$ cat src/rtl/qbd_pkg.sv
package qbd_pkg;
  // Bits that a write moves from low to high
  function automatic logic [63:0] rise_bits(input logic [63:0] old_v, input logic [63:0] new_v);
    return ~old_v & new_v;
  endfunction
endpackage

$ cat src/rtl/qbd_sync.sv
module qbd_sync #(
  parameter int WIDTH = 1,
  parameter int STAGES = 2,
  parameter logic [WIDTH-1:0] RST_VAL = '1
) (
  input  logic             clk,
  input  logic             rst,
  input  logic [WIDTH-1:0] d,
  output logic [WIDTH-1:0] q
);
  logic [WIDTH-1:0] st [STAGES];

  always_ff @(posedge clk) begin
    if (rst) begin
      for (int i = 0; i < STAGES; i++) st[i] <= RST_VAL;
    end else begin
      st[0] <= d;
      for (int i = 1; i < STAGES; i++) st[i] <= st[i-1];
    end
  end

  assign q = st[STAGES-1];
endmodule

$ cat src/rtl/qbd_latch.sv
module qbd_latch #(
  parameter int NPINS = 16
) (
  input  logic             clk,
  input  logic             rst,
  input  logic             wr_stb,
  input  logic [NPINS-1:0] wr_data,
  input  logic             scl_fall,
  output logic [NPINS-1:0] lat_q,
  output logic [NPINS-1:0] strong_q
);
  import qbd_pkg::*;
  logic [63:0] rise_w;
  logic [NPINS-1:0] arm, kept;

  assign rise_w = rise_bits(64'(lat_q), 64'(wr_data));
  assign arm    = rise_w[NPINS-1:0];
  // A fall drops every armed bit, then a write keeps only pins it leaves high
  assign kept   = scl_fall ? '0 : strong_q;

  always_ff @(posedge clk) begin
    if (rst) begin
      lat_q    <= '1;
      strong_q <= '0;
    end else if (wr_stb) begin
      lat_q    <= wr_data;
      strong_q <= (kept & wr_data) | arm;
    end else begin
      strong_q <= kept;
    end
  end
endmodule

$ cat src/rtl/qbd_port_ctrl.sv
module qbd_port_ctrl #(
  parameter int NPINS = 16,
  parameter int SYNC_STAGES = 2
) (
  input  logic             clk,
  input  logic             rst,
  input  logic             wr_stb,
  input  logic [NPINS-1:0] wr_data,
  input  logic             scl_in,
  input  logic [NPINS-1:0] pad_in,
  output logic [NPINS-1:0] pu_weak_en,
  output logic [NPINS-1:0] pu_strong_en,
  output logic [NPINS-1:0] pd_en,
  output logic [NPINS-1:0] port_val
);
  logic scl_s, scl_prev, scl_fall;
  logic [NPINS-1:0] lat_q, strong_q;

  qbd_sync #(.WIDTH(1), .STAGES(SYNC_STAGES), .RST_VAL(1'b1)) u_scl_sync (
    .clk(clk), .rst(rst), .d(scl_in), .q(scl_s)
  );

  always_ff @(posedge clk) begin
    if (rst) scl_prev <= 1'b1;
    else     scl_prev <= scl_s;
  end
  assign scl_fall = scl_prev & ~scl_s;

  qbd_sync #(.WIDTH(NPINS), .STAGES(SYNC_STAGES), .RST_VAL({NPINS{1'b1}})) u_pad_sync (
    .clk(clk), .rst(rst), .d(pad_in), .q(port_val)
  );

  qbd_latch #(.NPINS(NPINS)) u_latch (
    .clk(clk), .rst(rst), .wr_stb(wr_stb), .wr_data(wr_data),
    .scl_fall(scl_fall), .lat_q(lat_q), .strong_q(strong_q)
  );

  assign pu_weak_en   = lat_q;
  assign pd_en        = ~lat_q;
  assign pu_strong_en = strong_q;
endmodule

$ cat config.mk
export PLATFORM = sky130hd
export DESIGN_NAME = qbd_port_ctrl
export DESIGN_NICKNAME = d
export VERILOG_FILES = /design/src/rtl/qbd_pkg.sv /design/src/rtl/qbd_sync.sv /design/src/rtl/qbd_latch.sv /design/src/rtl/qbd_port_ctrl.sv
export SDC_FILE = /design/constraint.sdc
export NUM_CORES = 1
export LEC_CHECK = 0
export BUFFER_PORTS_ARGS = -buffer_cell sky130_fd_sc_hd__buf_4
export CORE_UTILIZATION = 51
export CTS_CLUSTER_DIAMETER = 120
export DETAILED_ROUTE_END_ITERATION = 12
export PLACE_DENSITY = 0.83
export SYNTH_ARGS = -nofsm -noshare
export SYNTH_HDL_FRONTEND = slang
export SYNTH_HIERARCHICAL = 1
export SYNTH_SLANG_ARGS = --single-unit
$ cat constraint.sdc
create_clock -name clk -period 2.9 [get_ports clk]
set_input_delay 0.58 -clock clk [delete_from_list [all_inputs] [get_ports clk]]
set_output_delay 0.58 -clock clk [all_outputs]
set_load 0.05 [all_outputs]
# Word level (Yosys, flattened, before mapping)
# Memories as Yosys holds them, arrays and structs flattened.
# Cells that the tools add are included.
# op_classes
n_mux	9
n_bitwise	11
# ops
cell	count
$mux W16	4
$and A16 B16 Y16	2
$not A16 Y16	2
$or A16 B16 Y16	1
$mux W1	5
$or A1 B1 Y1	4
$and A1 B1 Y1	1
$not A1 Y1	1
# word_totals
elab_cells	25
ram_bits	34
regBits	33
out_inout_bits	64
mem_count	2
in_bits	36
# mem_list
name	words	word_bits	read_ports	rd_ports_with_merged_regs	wr	line_no	rtl
u_pad_sync.st	2	16	2	0	2	qbd_sync.sv:11	logic [WIDTH-1:0] st [STAGES];
u_scl_sync.st	2	1	2	0	2	qbd_sync.sv:11	

# Logic depth before layout (Yosys ltp)
# depth
depth_word	6
ltp_mapped	4
ltp_nobuf	3

# Modules after synthesis
# Netlist, hierarchy kept.
# by_module_without_submodules
module	cells_per_inst	n_inst	area_per_inst_um2	seq_area_each_um2
qbd_latch	137	1	1407.6	640.6
qbd_sync at u_pad_sync	83	1	994.7	640.6
qbd_port_ctrl	19	1	95.1	20.0
qbd_sync at u_scl_sync	4	1	52.6	40.0

# Least setup slack after synthesis
# OpenSTA, ideal clock, no wires.
# synth_timing
kind	reg2out
start	register u_latch.lat_q[0]
end	output port pd_en[0]
arrival_ns	0.993
stages_incl_launch_ff	2
path_slack_ns	1.327
required_time_ns	2.320
path_buffers	0
path_cell_list	dfxtp_1 inv_1
# synth_between
elab_chain_cells	1
# synth_lines
item	line_no	rtl
start: declaration	qbd_latch.sv:9	output logic [NPINS-1:0] lat_q,
start signal: assignment	qbd_latch.sv:26	lat_q <= wr_data;
$not A16 Y16	qbd_port_ctrl.sv:39	assign pd_en = ~lat_q;
end: declaration	qbd_port_ctrl.sv:13	output logic [NPINS-1:0] pd_en,
# Every way passes these cells.

# Worst setup path in the final report
# layout_timing
start	register u_latch.lat_q[1]
end	output port pd_en[1]
# Same word-level chain as after synthesis.

==> results.tsv <==
metric	value	unit
status	completed	
CTS tree	done	
PwrDens	617	nW/um2
CTS resizes	0	
DR WL/cell	11.3	um
internal cell power	1.48	mW
Critical Path Start Type	flip-flop	
Hold WC Path Type	reg2reg	
CP cell instances	inv_1, buf_4	
HPWL after detailed placement	2.96	mm
YS warnings	6	
Ant. Diodes	0	
initial antenna violation count	0	
required time of the critical path	2.32	ns
register area share after synthesis	52.6	%
Yosys top cell by area	dfxtp_1	
Crit. End Element	output port	
Seq cells post-synth	67	
Die W	72.7	um
Period Utilization, post-route	52.9	%
Post-CTS Setup Repair Bufs	0	
VDD IR-drop max	0.499	mV
Hold Violations, Final	0	
htree depth	3	
Syn Std Cell Area	2550	um2
switching power	588	uW
Most used DFF post-synth	dfxtp_1	
root buffer cell	clkbuf_8	
Worst-Margin Slew	0.567	ns
violation count after the first detailed-route iteration	53	
cell count after placement	381	
Rel. slew slack	62.2	%
first-pass GRT wire length	6.93	mm
max_cap viols	0	
clock slew at reported path FFs	0.08	ns
CTS sink count	67	
core area	4750	um2
Nets	361	
fillers	389	
DRT Wirelength	4.50	mm
clock insertion delay at the later pin of the skew report	0.33	ns
Flop pwr share	47.4	%
total CTS buffers	9	
vias per cell	4.51	
DRC	0	
I/O pin count	100	
Area Overhead vs Synth	31.7	%
gp weighted congestion	0.683	
minimum clock period	1.53	ns
largest net degree at the start of global routing	68	
GRT Resource Usage Total	17.5	%
Mapped Cells	243	
Post-Layout Cell Count	397	
drt first pass iters	4	
final setup fails	0	
row count	25	
die height	72.7	um
Synth top area share	52.6	%
PortBufs	99	
crit-path max FO	4	
most area-consuming cells after synthesis	dfxtp_1 (53%), or2_1 (8.6%), nand2b_1 (7.9%)	
synthesized area per cell	10.5	um2
worst stage delay on the critical path	0.38	ns
Layout Skew	0.00926	ns
FFs w/ async S/R, synth	0	%
Clk network pwr share	36.6	%
Net Count, Synth	279	
post-route ant nets	0	
CP arrival	0.95	ns
Max Clk Rate	651	MHz
RSZ-0062 raised after global routing	false	
Hold Buf Count CTS	0	
vias in the first global route	1602	
routed via count	1791	
Gate power share	16.0	%
Worst path slowest cell	dfxtp_1	
Clock Path Buffers	2	
Crit Path Category	reg2out	
switch share	28.4	%
die area	5290	um2
setup TNS	0	ns
Slew Viols, Final	0	
Initial Util	53.6	%
GRT overflow	0	
layout cell share with drive strength beyond 1	40.6	%
FF-to-FF setup slack	1.71	ns
leakage power	1.56	nW
Netlist cell types	17	
Post-synth EDFFs	0	
-- final timing paths --
path                             from                    to  cells after the start
setup / recovery     u_latch/lat_q[1]              pd_en[1]                      2
hold / removal    u_pad_sync/st[0][0]  u_pad_sync/st[0][16]                      1
hold reg to reg   u_pad_sync/st[0][0]  u_pad_sync/st[0][16]                      1
setup reg to reg  u_scl_sync/st[0][1]  u_latch/strong_q[15]                      3
-- final cells by class --
| type | count | area [um2] | area share [%] |
|---|---|---|---|
| clock buffer | 9 | 124 | 3.69 |
| inverter | 16 | 60.1 | 1.79 |
| clock inverter | 7 | 75.1 | 2.24 |
| tap | 67 | 83.8 | 2.50 |
| sequential | 67 | 1340 | 39.9 |
| timing repair buffer | 99 | 743 | 22.1 |
| multi-input combinational | 132 | 931 | 27.7 |
-- synth_stat cells (6+ instances only) --
| cell type | instances |
|---|---|
| dfxtp_1 | 67 |
| or2_1 | 35 |
| nand2b_1 | 32 |
| buf_4 | 17 |
| inv_1 | 16 |
| nor2_1 | 16 |
| o21bai_1 | 12 |
| a211oi_2 | 10 |
| a211oi_1 | 6 |
| and2b_1 | 6 |
| buf_6 | 6 |
| nor2b_1 | 6 |
-- cell families after synthesis --
| group | synth area share (%) |
|---|---|
| compound gates | 12.0 |
| buf+inv | 10.9 |
| flops | 52.6 |
| simple gates | 24.5 |
-- registers in the layout (all words and copies together), names as in the netlist --
| register | cells |
|---|---|
| u_latch/lat_q | 16 |
| scl_prev | 1 |
| u_latch/strong_q | 16 |
| u_scl_sync/st | 2 |
| u_pad_sync/st | 32 |
-- power groups by stage --
stage               sequential, mW  clock (mW)  combinational, mW
floorplan                     1.06           0              0.178
global placement              1.00           0              0.328
detailed placement            1.00           0              0.334
CTS                          0.982       0.783              0.335
global route                 0.986       0.825              0.350
finish                       0.981       0.759              0.332
-- per-stage QoR --
stage	hold slack, ns	power (mW)	utilization, %	setup slack, ns	instance area, um2
after floorplan	0.383	1.24	-	1.33	2550
after global placement	0.385	1.33	66.4	1.53	3160
final	0.406	2.07	70.6	1.37	3360
after global routing	0.406	2.16	70.6	1.31	3360
after detailed placement	0.387	1.34	66.4	1.48	3160
after CTS	0.403	2.10	70.6	1.35	3360
-- placed cells by master (no fill, tap or decap), drive strengths merged, types with 9 or more instances in the layout --
cell     n
nand2b  32
inv     18
nor2    16
a211oi  16
or2     35
dfxtp   67
o21bai  16
clkbuf   9
buf     99
nor2b   10
-- per-layer routing --
metal	track usage, %	routed length (um)	vias to the layer above
met4	10.5	100	0
met5	0	0	-
met1	19.3	1890	822
met2	30.8	2320	53
met3	3.73	180	9
li1	-	-	907
-- worst max-delay path, delay by kind of cell, from the launching register on --
family	cells	cell delay, ns
flops	1	0.38
buf+inv	2	0.24
No activity file was read; power rests on OpenSTA's default activity.
